<file path="config.mk">
export PLATFORM = sky130hd
export DESIGN_NAME = zt_sram
export DESIGN_NICKNAME = d
export VERILOG_FILES = /design/src/rtl/zt_sram_pkg.sv /design/src/rtl/zt_burst_addr.sv /design/src/rtl/zt_cmd_stage.sv /design/src/rtl/zt_store.sv /design/src/rtl/zt_sram.sv
export SDC_FILE = /design/constraint.sdc
export NUM_CORES = 1
export LEC_CHECK = 0
export BUFFER_PORTS_ARGS = -buffer_cell sky130_fd_sc_hd__buf_4
export CORE_UTILIZATION = 44
export CTS_BUF_LIST = sky130_fd_sc_hd__clkbuf_4
export CTS_CLUSTER_SIZE = 12
export DETAILED_ROUTE_END_ITERATION = 10
export PLACE_DENSITY = 0.59
export SYNTH_ARGS = -nofsm -noshare
export SYNTH_HDL_FRONTEND = slang
export SYNTH_HIERARCHICAL = 1
export SYNTH_SLANG_ARGS = --single-unit
</file>
<file path="constraint.sdc">
create_clock -name clk -period 3.1 [get_ports clk]
set_input_delay 0.155 -clock clk [delete_from_list [all_inputs] [get_ports clk]]
set_output_delay 0.155 -clock clk [all_outputs]
set_load 0.005 [all_outputs]
</file>
<file path="src/rtl/zt_sram_pkg.sv">
// Package: types shared by the pipelined SRAM model.
// Assumes: nothing; holds only the command encoding carried down the pipeline.
package zt_sram_pkg;

    // Operation held in each pipeline stage.
    typedef enum logic [1:0] {
        OP_IDLE  = 2'd0,
        OP_READ  = 2'd1,
        OP_WRITE = 2'd2
    } op_e;

endpackage

</file>
<file path="src/rtl/zt_burst_addr.sv">
// Module: zt_burst_addr
// Produces the address of the current cycle. On a load cycle it passes the
// external address through. On a continue cycle it keeps the upper bits of the
// loaded address and steps the low BURST_W bits linearly or by exclusive-or.
// Assumes: ADDR_W > BURST_W; step is high only on edges the pipeline accepts.
module zt_burst_addr #(
    parameter int ADDR_W  = 4,
    parameter int BURST_W = 2
) (
    input  logic              clk,
    input  logic              rst_n,
    input  logic              step,
    input  logic              load,
    input  logic              xor_order,
    input  logic [ADDR_W-1:0] ext_addr,
    output logic [ADDR_W-1:0] cur_addr
);

    logic [ADDR_W-1:0]  base_q;
    logic [BURST_W-1:0] cnt_q;
    logic [BURST_W-1:0] low_bits;

    // Low address bits of a continue cycle in the selected order.
    always_comb begin
        if (xor_order) begin
            low_bits = base_q[BURST_W-1:0] ^ cnt_q;
        end else begin
            low_bits = base_q[BURST_W-1:0] + cnt_q;
        end
    end

    // Address used by the command of this cycle.
    always_comb begin
        if (load) begin
            cur_addr = ext_addr;
        end else begin
            cur_addr = {base_q[ADDR_W-1:BURST_W], low_bits};
        end
    end

    // Latch the burst base on loads and count beats on continues.
    always_ff @(posedge clk) begin
        if (!rst_n) begin
            base_q <= '0;
            cnt_q  <= '0;
        end else if (step) begin
            if (load) begin
                base_q <= ext_addr;
                cnt_q  <= BURST_W'(1);
            end else begin
                cnt_q  <= cnt_q + BURST_W'(1);
            end
        end
    end

    // an ignored edge leaves the burst position untouched.
    p_burst_frozen_r10: assert property (@(posedge clk) disable iff (!rst_n)
        !step |=> ($stable(base_q) && $stable(cnt_q)))
        else $error("burst state moved on an ignored edge");

endmodule

</file>
<file path="src/rtl/zt_cmd_stage.sv">
// Module: zt_cmd_stage
// Decodes the command of each accepted edge and carries it through two
// pipeline stages: stage 1 is the cycle after capture (read data leaves the
// array here), stage 2 is the data slot (write data is taken here).
// Assumes: en is low on every edge that must be ignored (hold or doze).
module zt_cmd_stage
    import zt_sram_pkg::*;
#(
    parameter int ADDR_W  = 4,
    parameter int LANES   = 2,
    parameter int BURST_W = 2
) (
    input  logic              clk,
    input  logic              rst_n,
    input  logic              en,
    input  logic              start_n,
    input  logic              sel_ok,
    input  logic              wr_n,
    input  logic [LANES-1:0]  lane_wr_n,
    input  logic [ADDR_W-1:0] cur_addr,
    output op_e               s1_op,
    output logic [ADDR_W-1:0] s1_addr,
    output op_e               s2_op,
    output logic [ADDR_W-1:0] s2_addr,
    output logic [LANES-1:0]  s2_lane_n
);

    op_e              next_op;
    logic [LANES-1:0] s1_lane_n;

    // Command type: chosen on loads, inherited from the burst on continues.
    always_comb begin
        if (!start_n) begin
            if (!sel_ok) begin
                next_op = OP_IDLE;
            end else if (wr_n) begin
                next_op = OP_READ;
            end else begin
                next_op = OP_WRITE;
            end
        end else begin
            next_op = s1_op;
        end
    end

    // Shift the command through both stages on every accepted edge.
    always_ff @(posedge clk) begin
        if (!rst_n) begin
            s1_op     <= OP_IDLE;
            s1_addr   <= '0;
            s1_lane_n <= '1;
            s2_op     <= OP_IDLE;
            s2_addr   <= '0;
            s2_lane_n <= '1;
        end else if (en) begin
            s1_op     <= next_op;
            s1_addr   <= cur_addr;
            s1_lane_n <= lane_wr_n;
            s2_op     <= s1_op;
            s2_addr   <= s1_addr;
            s2_lane_n <= s1_lane_n;
        end
    end

    // a load with any select inactive enters a bubble.
    p_desel_bubble_r7: assert property (@(posedge clk) disable iff (!rst_n)
        (en && !start_n && !sel_ok) |=> (s1_op == OP_IDLE))
        else $error("deselected load did not enter a bubble");

    // continuing after a deselect stays deselected.
    p_cont_desel_r9: assert property (@(posedge clk) disable iff (!rst_n)
        (en && start_n && s1_op == OP_IDLE) |=> (s1_op == OP_IDLE))
        else $error("continue after deselect started an access");

    // a continue keeps the burst type and the upper address bits.
    p_burst_type_r8: assert property (@(posedge clk) disable iff (!rst_n)
        (en && start_n) |=> ((s1_op == $past(s1_op)) &&
                             (s1_addr[ADDR_W-1:BURST_W] == $past(s1_addr[ADDR_W-1:BURST_W]))))
        else $error("continue changed burst type or upper address");

    // an ignored edge freezes both stages.
    p_stage_frozen_r10: assert property (@(posedge clk) disable iff (!rst_n)
        !en |=> ($stable(s1_op) && $stable(s2_op) && $stable(s1_addr) && $stable(s2_addr)))
        else $error("pipeline stage moved on an ignored edge");

    // the data slot always holds what stage 1 held one accepted edge before.
    p_slot_follows_r3: assert property (@(posedge clk) disable iff (!rst_n)
        en |=> (s2_op == $past(s1_op)))
        else $error("data slot lost its command");

endmodule

</file>
<file path="src/rtl/zt_store.sv">
// Module: zt_store
// Storage array with per-lane writes in the data slot, read-after-write
// forwarding from the write data port, and the read output register.
// Assumes: s1_* and s2_* come from zt_cmd_stage; d is valid on accepted edges
// whose stage-2 command is a write.
module zt_store
    import zt_sram_pkg::*;
#(
    parameter int ADDR_W = 4,
    parameter int LANES  = 2,
    parameter int LANE_W = 9
) (
    input  logic                    clk,
    input  logic                    rst_n,
    input  logic                    en,
    input  op_e                     s1_op,
    input  logic [ADDR_W-1:0]       s1_addr,
    input  op_e                     s2_op,
    input  logic [ADDR_W-1:0]       s2_addr,
    input  logic [LANES-1:0]        s2_lane_n,
    input  logic [LANES*LANE_W-1:0] d,
    output logic [LANES*LANE_W-1:0] rd_q,
    output logic                    rd_vld
);

    localparam int DATA_W = LANES * LANE_W;
    localparam int DEPTH  = 1 << ADDR_W;

    logic [DATA_W-1:0] mem [DEPTH];
    logic [DATA_W-1:0] rd_word;
    logic              same_word;
    logic              commit;

    assign commit    = en && (s2_op == OP_WRITE);
    assign same_word = commit && (s2_addr == s1_addr);

    // Stored word of the stage-1 read, overlaid by the write landing this edge.
    always_comb begin
        rd_word = mem[s1_addr];
        for (int i = 0; i < LANES; i++) begin
            if (same_word && !s2_lane_n[i]) begin
                rd_word[i*LANE_W +: LANE_W] = d[i*LANE_W +: LANE_W];
            end
        end
    end

    // Commit the enabled lanes of the data-slot write into the array.
    always_ff @(posedge clk) begin
        if (rst_n && commit) begin
            for (int i = 0; i < LANES; i++) begin
                if (!s2_lane_n[i]) begin
                    mem[s2_addr][i*LANE_W +: LANE_W] <= d[i*LANE_W +: LANE_W];
                end
            end
        end
    end

    // Output register: loaded for reads, marked empty for other slots.
    always_ff @(posedge clk) begin
        if (!rst_n) begin
            rd_q   <= '0;
            rd_vld <= 1'b0;
        end else if (en) begin
            rd_vld <= (s1_op == OP_READ);
            if (s1_op == OP_READ) begin
                rd_q <= rd_word;
            end
        end
    end

    // the output register holds through an ignored edge.
    p_out_held_r10: assert property (@(posedge clk) disable iff (!rst_n)
        !en |=> ($stable(rd_q) && $stable(rd_vld)))
        else $error("output register moved on an ignored edge");

    // a write slot never drives read data.
    p_write_slot_quiet_r11: assert property (@(posedge clk) disable iff (!rst_n)
        (en && s1_op != OP_READ) |=> !rd_vld)
        else $error("non-read slot marked read data valid");

    // a same-word read behind a full write returns the written data.
    p_forward_full_r6: assert property (@(posedge clk) disable iff (!rst_n)
        (same_word && s1_op == OP_READ && s2_lane_n == '0) |=> (rd_q == $past(d)))
        else $error("forwarded read missed in-flight write data");

endmodule

</file>
<file path="src/rtl/zt_sram.sv">
// Module: zt_sram (top)
// Pipelined synchronous SRAM model with zero turnaround between reads and
// writes. It ties together the burst address generator, the command pipeline
// and the storage array, and applies the asynchronous bus gates.
// Assumes: ADDR_W > BURST_W; inputs settle before each rising edge.
module zt_sram
    import zt_sram_pkg::*;
#(
    parameter int ADDR_W  = 4,
    parameter int LANES   = 2,
    parameter int LANE_W  = 9,
    parameter int BURST_W = 2
) (
    input  logic                    clk,
    input  logic                    rst_n,
    input  logic                    hold,
    input  logic                    doze,
    input  logic                    cs_a_n,
    input  logic                    cs_b_n,
    input  logic                    cs_c,
    input  logic                    start_n,
    input  logic                    wr_n,
    input  logic                    burst_xor,
    input  logic [LANES-1:0]        lane_wr_n,
    input  logic [ADDR_W-1:0]       addr,
    input  logic [LANES*LANE_W-1:0] d,
    input  logic                    drv_en_n,
    output logic [LANES*LANE_W-1:0] q,
    output logic                    q_drive
);

    localparam int DATA_W = LANES * LANE_W;

    logic              en;
    logic              sel_ok;
    logic [ADDR_W-1:0] cur_addr;
    op_e               s1_op;
    op_e               s2_op;
    logic [ADDR_W-1:0] s1_addr;
    logic [ADDR_W-1:0] s2_addr;
    logic [LANES-1:0]  s2_lane_n;
    logic [DATA_W-1:0] rd_q;
    logic              rd_vld;

    // Edge acceptance and chip-select decode.
    assign en     = !hold && !doze;
    assign sel_ok = !cs_a_n && !cs_b_n && cs_c;

    zt_burst_addr #(
        .ADDR_W  (ADDR_W),
        .BURST_W (BURST_W)
    ) u_burst (
        .clk       (clk),
        .rst_n     (rst_n),
        .step      (en),
        .load      (!start_n),
        .xor_order (burst_xor),
        .ext_addr  (addr),
        .cur_addr  (cur_addr)
    );

    zt_cmd_stage #(
        .ADDR_W  (ADDR_W),
        .LANES   (LANES),
        .BURST_W (BURST_W)
    ) u_cmd (
        .clk       (clk),
        .rst_n     (rst_n),
        .en        (en),
        .start_n   (start_n),
        .sel_ok    (sel_ok),
        .wr_n      (wr_n),
        .lane_wr_n (lane_wr_n),
        .cur_addr  (cur_addr),
        .s1_op     (s1_op),
        .s1_addr   (s1_addr),
        .s2_op     (s2_op),
        .s2_addr   (s2_addr),
        .s2_lane_n (s2_lane_n)
    );

    zt_store #(
        .ADDR_W (ADDR_W),
        .LANES  (LANES),
        .LANE_W (LANE_W)
    ) u_store (
        .clk       (clk),
        .rst_n     (rst_n),
        .en        (en),
        .s1_op     (s1_op),
        .s1_addr   (s1_addr),
        .s2_op     (s2_op),
        .s2_addr   (s2_addr),
        .s2_lane_n (s2_lane_n),
        .d         (d),
        .rd_q      (rd_q),
        .rd_vld    (rd_vld)
    );

    // Asynchronous bus gating by output enable and doze.
    always_comb begin
        q_drive = rd_vld && !drv_en_n && !doze;
        q       = q_drive ? rd_q : '0;
    end

    // the cycle after a reset edge never drives the bus.
    p_reset_quiet_r1: assert property (@(posedge clk)
        !rst_n |=> !rd_vld)
        else $error("read data valid right after reset");

endmodule

</file>
**Word-level counts from Yosys, hierarchy flattened**

Memory sizes are Yosys's and may differ from the RTL's. A register that Yosys moved wholly into a read port is not among the register bits.
Index checks and enable logic that the tools add are counted.

- Memory bits (writable): 288
- ROM bits: 0
- Bits in latches: 0
- Memories: 1
- Input bits: 35
- Register bits: 23
- Logic and storage cells: 43

Memories:

| name | depth | bits a word | read ports | clocked after memory_dff | write ports | RTL line | source |
|---|---|---|---|---|---|---|---|
| u_store.mem | 16 | 18 | 1 | 1 | 1 | zt_store.sv:29 | `logic [DATA_W-1:0] mem [DEPTH];` |

- Shift operators: 0
- Reduce and logical (&&, ||, !) cells: 15
- Bitwise logic cells: 2
- Multipliers: 0
- Equality and inequality tests: 2
- Divide/modulo/power cells: 0
- Add/subtract/negate cells: 2
- $lt $le $gt $ge: 0
- Multiplexer cells: 12

Operators with widths:

| operator | number |
|---|---|
| 18-bit two-way mux | 1 |
| 2-bit two-way mux | 4 |
| 1-bit logical AND | 7 |
| 1-bit zero test | 6 |
| 1-bit two-way mux | 6 |
| 4-bit two-way mux | 1 |
| 2-bit AND reduction | 2 |
| 2-bit by 1-bit adder with 2-bit output (second input constant) | 1 |
| 2-bit adder | 1 |
| 2-bit by 1-bit == test with 1-bit output (second input constant) | 1 |
| 2-bit == test (second input constant) | 1 |
| 2-bit bitwise XOR | 1 |
| 1-bit NOT | 1 |

**Logic depth before layout (Yosys ltp)**

Gate-level depths: netlist of the first run.

- Depth in word-level cells: 6
- Gate-level depth with buffers: 8
- Mapped depth without buffers: 6

**Modules after synthesis**

The synthesis of the first run kept the hierarchy.

Modules (own cells, without submodules):

| module | seq. area each (um^2) | times used | cells each | area an instance (um^2) |
|---|---|---|---|---|
| zt_store | 9028.7 | 1 | 664 | 12326.8 |
| zt_cmd_stage | 320.3 | 1 | 54 | 641.9 |
| zt_burst_addr | 120.1 | 1 | 35 | 332.8 |
| zt_sram | 0.0 | 1 | 26 | 319.1 |

**Worst setup path before layout of the first run**

No wires, ideal clock.

- Path kind: input to register
- From: in doze
- To: mem u_store/mem[0][0] (netlist name), enable pin
- Required time: 2.713 ns
- Data arrival time: 2.301 ns
- Slack: 0.413 ns
- Path buffers: 2
- Stages on the path: 7
- Library setup time: 0.387 ns
- Cell sequence: buf_2 > nor2_1 > nand4b_2 > or2_1 > buf_2 > or3_1 > nor3_1

- Longest elaborated chain between the ends: 6

RTL lines:

| what | RTL line | source |
|---|---|---|
| start: declaration | zt_sram.sv:17 | `input logic doze,` |
| 1-bit zero test | zt_sram.sv:46 | `assign en = !hold && !doze;` |
| 1-bit logical AND | zt_sram.sv:46 |  |
| named net en | zt_sram.sv:34 | `logic en;` |
| 1-bit logical AND | zt_store.sv:34 | `assign commit = en && (s2_op == OP_WRITE);` |
| 1-bit logical AND | zt_store.sv:49 | `if (rst_n && commit) begin` |
| 1-bit two-way mux | zt_store.sv:49 |  |
| 1-bit two-way mux (not written as such) | zt_store.sv:52 | `mem[s2_addr][i*LANE_W +: LANE_W] <= d[i*LANE_W +: LANE_W];` |
| end: declaration | zt_store.sv:29 |  |

The timed path passes the listed nets, and every way through them passes these cells.

==> results of run 1 <==
==> area by class of cell <==
type                       instances  area [um2]  share of cell area
clock inverter                    30         190              0.0119
tap                              396         495              0.0309
sequential                       329        9480               0.591
timing repair buffer             138        1140              0.0711
antenna                            1        2.50            0.000156
multi-input combinational        400        3810               0.238
inverter                           1        3.75            0.000234
clock buffer                     122         916              0.0571
==> flip-flops by register name (all words and copies together), names as in the netlist <==
name,flops
u_store/mem,288
u_store/rd_q,18
u_burst/base_q,4
u_cmd/s1_addr,4
u_cmd/s2_addr,4
u_burst/cnt_q,2
u_cmd/s1_lane_n,2
u_cmd/s1_op,2
u_cmd/s2_lane_n,2
u_cmd/s2_op,2
u_store/rd_vld,1
==> per-layer routing <==
metal  global-route usage  share of wire
met1                0.286           0.45
met3               0.0448          0.072
met4               0.0680          0.015
met2                0.311           0.47
met5                    0              0
==> metrics by stage <==
stage                     instance area [um2]  setup WS [ps]   util  instances  hold WS, ps
after global routing                    16000            651  0.526       1417         92.1
after detailed placement                14600            763  0.477       1227          391
after floorplan                         13600            413      -        779          254
final                                   16000            790  0.526       1417          104
after global placement                  14600            775  0.477       1227          370
after CTS                               16000            754  0.526       1416         61.6
==> kinds of logic after synthesis <==
kind of cell	Yosys count	synth area share
AO/OA/AOI/OAI	66	0.0378
adder cells (fa/ha/maj)	1	0.000918
AND/OR/NAND/NOR	201	0.0933
buffers and inverters	50	0.0250
flip-flops	329	0.695
XOR/XNOR	6	0.00524
multiplexers	126	0.143
==> placed cells by master (no fill, tap or decap), types with 2 or more instances in the layout <==
cell type,instances
nand4_1,18
a21boi_1,4
nand3_1,6
mux4_2,54
or3_1,6
a31oi_1,18
buf_4,100
and4bb_2,9
nor2_2,2
edfxtp_1,288
nor3_1,8
or2_0,18
nor4bb_2,8
xnor2_1,4
nor3b_1,2
nor2_1,26
bufinv_16,2
mux2i_1,68
clkinv_1,18
nor2b_1,13
nand2_1,49
o41ai_1,18
o21a_1,19
nand2b_1,24
mux2_1,2
dfxtp_4,2
clkbuf_4,122
a21oi_4,2
clkinv_2,5
mux2_2,2
dlygate4sd3_1,37
dfxtp_1,38
clkinv_4,2
or2_1,2
==> worst max path at each step <==
| stage | startpoint | endpoint | cells past startpoint |
|---|---|---|---|
| final | u_cmd/s1_addr[0] | u_store/rd_q[12] | 5 |
| after global placement | u_cmd/s1_addr[0] | u_store/rd_q[12] | 5 |
| after CTS | u_cmd/s1_addr[0] | u_store/rd_q[12] | 5 |
| after global routing | u_cmd/s1_addr[0] | u_store/rd_q[12] | 5 |
| after detailed placement | u_cmd/s1_addr[0] | u_store/rd_q[9] | 5 |
| after floorplan | doze | u_store/mem[0][0] | 7 |
==> worst reg2reg max path: cells and delay by family (launching register included) <==
kind	cells	cell delay, ps
AO/OA/AOI/OAI	1	130
buffers and inverters	1	410
AND/OR/NAND/NOR	2	380
multiplexers	1	560
flip-flops	1	690
==> repair_timing <==
item,4_1_cts,5_1_grt
hold buffers,37,0
gates resized for setup,0,0
endpoints found under the hold margin,320,0
==> where the power goes <==
part,internal [W],switching (W)
logic,0.000179,0.000219
clock network,0.00199,0.00175
registers,0.00481,0.0000305
==> results.sh, run 1 <==
export IMPL_status="finished clean"
export IMPL_clock_latency_ps=730
export IMPL_cp_data_arrival_time_ps=2870
export IMPL_yosysWarnings=6
export IMPL_power_density_nw_per_um2=560
export IMPL_syn_area_per_cell_um2=17.5
export IMPL_cts_sinks=329
export IMPL_fill_cells=2488
export IMPL_drive_gt1_frac=0.318
export IMPL_holdCritStartpoint="hold"
export IMPL_grt_usage=0.203
export IMPL_critPathRequiredTime_ps=3660
export IMPL_num_vias=7769
export IMPL_die_h_um=178
export IMPL_grt_start_max_net_pins=42
export IMPL_grt_pass1_wl_mm=47.0
export IMPL_yosysMostFrequentCell="edfxtp_1"
export IMPL_wl_per_cell_um=21.9
export IMPL_netlist_top_cells_area="edfxtp_1 (63%), mux4_2 (8.9%), dfxtp_1 (6.0%), mux2i_1 (5.0%), nand2_1 (1.4%)"
export IMPL_yosysSeqAreaShare=0.695
export IMPL_fin_skew_ps=42.5
export IMPL_drc=0
export IMPL_synth_area_um2=13600
export IMPL_ys_top_cells_by_count="edfxtp_1 (288), mux2i_1 (68), mux4_2 (54)"
export IMPL_reg2regPathDepth=5
export IMPL_p_leak_nw=5.20
export IMPL_fp_dieW_um=178
export IMPL_crit_path_top_delay_cell="dfxtp_4"
export IMPL_synthDistinctLibCells=50
export IMPL_crit_family="flip-flops"
export IMPL_crit_fanout=25
export IMPL_antenna_found_initial=1
export IMPL_grt_remaining_overflow=0
export IMPL_layout_nets=991
export IMPL_cts_buffer_depth=3
export IMPL_drv_slew=0
export IMPL_syn2layout_area_growth_pct=17.8
export IMPL_hold_viol=0
export IMPL_crit_type="reg -> reg"
export IMPL_cts_setup_buffers=0
export IMPL_hold_end="u_cmd/s2_lane_n[1]"
export IMPL_start_util=0.446
export IMPL_drtAntennaViolNets=0
export IMPL_grt_pass1_vias=8188
export IMPL_cts_buffers=85
export IMPL_fin_crit_ps=2310
export IMPL_ir_worst_vdd_uv=227
export IMPL_hpwl_mm=19.3
export IMPL_place_congestion=0.809
export IMPL_start_kind="flop"
export IMPL_rsz0062_at_grt="false"
export IMPL_synth_edf_count=288
export IMPL_p_total_w=0.00898
export IMPL_synth_fp_nets=815
export IMPL_drt_iter0_markers=632
export IMPL_io_buffers=53
export IMPL_relSlewSlack=0.485
export IMPL_boundaryPins=54
export IMPL_r2r_start="u_cmd/s1_addr[0]"
export IMPL_max_freq_mhz=433
export IMPL_path_clk_slew_ps=70
export IMPL_rrSetupSlack_ps=790
export IMPL_crit_path_cell_trace="buf_4 > mux4_2 > nand2b_1 > nand4_1 > a31oi_1"
export IMPL_synth_top_area_cell="edfxtp_1"
export IMPL_fin_crit_sh=0.745
export IMPL_syn_inst=779
export IMPL_worst_pin_slew_ps=772
export IMPL_core_area_um2=30500
export IMPL_synthFlopType="edfxtp_1"
export IMPL_whs_path_depth=5
export IMPL_synth_top_cell_area_share=0.635
export IMPL_cts_root_buffer="clkbuf_4"
export IMPL_r2r_end="u_store/rd_q[12]"
export IMPL_ys_seq_elements=329
export IMPL_wl_mm=31.0
export IMPL_hp_class="in -> reg"
export IMPL_cts_tree="yes"
export IMPL_synthArstFlopShare=0
export IMPL_setup_tns_ps=0
export IMPL_slowest_delay_ps=690
export IMPL_first_pass_iters=5
export IMPL_cts_htree_levels=3
export IMPL_setup_viol=0
export IMPL_die_area_um2=31700
export IMPL_path_buf_inv=1
export IMPL_cp_end_kind="flop"
export IMPL_rows=64
export IMPL_vias_per_cell=5.48
export IMPL_cap_violations=0
(Power assumes the default switching activity.)
==> run 2, diff against run 1 <==
==> constraint.sdc (replaced) <==
create_clock -name clk -period 2.35 [get_ports clk]
set_input_delay 0.1175 -clock clk [delete_from_list [all_inputs] [get_ports clk]]
set_output_delay 0.1175 -clock clk [all_outputs]
set_load 0.005 [all_outputs]
==> results.sh, run 2 (synthesis gave the netlist of run 1 again) <==
export IMPL_die_area_um2=31700
export IMPL_hp_class="in -> reg"
export IMPL_most_common_layout_cells="edfxtp_1 (288), clkbuf_4 (107), buf_4 (102), mux2i_1 (68), mux4_2 (54)"
export IMPL_switchingPower_w=0.00250
export IMPL_worst_pin_slew_ps=501
export IMPL_syn2layout_area_growth_pct=17.6
export IMPL_drc=0
export IMPL_top_layer_used="met4"
export IMPL_p_total_w=0.0114
export IMPL_hpwl_mm=20.0
export IMPL_relSlewSlack=0.666
export IMPL_rows=64
export IMPL_fin_crit_ps=2090
export IMPL_num_vias=7629
export IMPL_drtAntennaViolNets=0
export IMPL_utilization=0.525
export IMPL_drv_slew=0
export IMPL_rsz0062_at_grt="false"
export IMPL_power_density_nw_per_um2=709
export IMPL_cts_root_buffer="clkbuf_4"
export IMPL_io_buffers=53
export IMPL_wl_per_cell_um=21.4
export IMPL_p_sw_frac=0.221
export IMPL_die_h_um=178
export IMPL_met1_length_mm=13.1
export IMPL_cp_end_kind="flop"
export IMPL_wl_met2_mm=14.8
export IMPL_grt_pass1_wl_mm=45.9
export IMPL_cts_tree="yes"
export IMPL_power_frac_seq=0.561
export IMPL_boundaryPins=54
export IMPL_first_pass_iters=5
export IMPL_wl_mm=30.3
export IMPL_p_int_w=0.00885
export IMPL_core_area_um2=30500
export IMPL_grt_usage=0.198
export IMPL_fill_cells=2428
export IMPL_start_util=0.446
export IMPL_comb_power_share=0.049
export IMPL_cts_sinks=329
export IMPL_cap_violations=0
export IMPL_grt_remaining_overflow=0
export IMPL_regMostFlops="u_store/mem"
export IMPL_fp_dieW_um=178
export IMPL_cts_htree_levels=3
export IMPL_ir_worst_vdd_uv=380
export IMPL_hold_viol=0
export IMPL_fin_hold_ws_ps=82.5
export IMPL_layout_nets=991
export IMPL_largest_registers="u_store/mem x288, u_store/rd_q x18"
export IMPL_largest_reg_flops=288
export IMPL_antenna_found_initial=1
export IMPL_fin_crit_sh=0.890
export IMPL_cts_buffers=80
export IMPL_place_congestion=0.842
export IMPL_path_clk_slew_ps=70
export IMPL_status="finished clean"
export IMPL_cp_data_arrival_time_ps=2450
export IMPL_drive_gt1_frac=0.313
export IMPL_clock_latency_ps=680
export IMPL_crit_fanout=11
export IMPL_final_common_cell="edfxtp_1"
export IMPL_start_kind="flop"
export IMPL_rrSetupSlack_ps=260
export IMPL_fin_skew_ps=38.3
export IMPL_crit_type="reg -> reg"
export IMPL_drt_iter0_markers=513
export IMPL_clkPwrFrac=0.390
export IMPL_vias_per_cell=5.40
export IMPL_cts_buffer_depth=3
export IMPL_grt_pass1_vias=8070
export IMPL_setup_viol=0
export IMPL_cts_setup_buffers=0
export IMPL_max_freq_mhz=478
export IMPL_wl_met3_mm=1.82
export IMPL_p_leak_nw=5.17
export IMPL_critPathRequiredTime_ps=2710
export IMPL_grt_start_max_net_pins=42
## run 2: path summary, 6_finish.rpt
check,from,endpoint,cells past startpoint
worst max-delay path,u_cmd/s2_addr[1],u_store/mem[2][0],4
worst min-delay path,hold,u_cmd/s2_lane_n[1],5
worst max register to register,u_cmd/s2_addr[1],u_store/mem[2][0],4
worst min register to register,u_burst/base_q[2],u_burst/base_q[2],2
## run 2: cell type report
class / count / area, um2 / share of cell area
Inverter: 1 / 3.75 / 0.000234
Tap cell: 396 / 495 / 0.0309
Clock buffer: 107 / 803 / 0.0501
Timing Repair Buffer: 143 / 1230 / 0.0765
Antenna cell: 1 / 2.50 / 0.000156
Clock inverter: 36 / 186 / 0.0116
Multi-Input combinational cell: 400 / 3830 / 0.239
Sequential cell: 329 / 9480 / 0.591
## run 2: critical path, cell delays in order (launching register included)
cell	delay (ps)
dfxtp_1	580
nand2b_1	290
or3_1	510
nor3_1	200
buf_4	230
## run 2: per-stage QoR
step	cells	area (um2)	setup TNS, ps	setup slack (ps)
final	1413	16000	0	258
after global routing	1413	16000	0	169
after CTS	1412	16000	0	284
after detailed placement	1233	14700	0	213
after global placement	1233	14700	0	277
after floorplan	779	13600	-2940	-61.5
## run 2: repair_timing
action	in CTS	in global routing
hold buffers	36	0
gates resized for setup	0	0
hold endpoints to repair	318	0
## run 2: power by group through the flow
stage | sequential (W) | clock [W] | combinational, W
2_1_floorplan | 0.00649 | 0 | 0.000321
3_3_place_gp | 0.00650 | 0 | 0.000514
3_5_place_dp | 0.00650 | 0 | 0.000529
4_1_cts | 0.00637 | 0.00458 | 0.000571
5_1_grt | 0.00637 | 0.00488 | 0.000608
6_report | 0.00637 | 0.00443 | 0.000560
## run 2: layer usage
metal,vias to the layer above,track usage
met2,240,0.321
li1,3493,-
met5,-,0
met1,3847,0.262
met3,49,0.0448
met4,0,0.0673
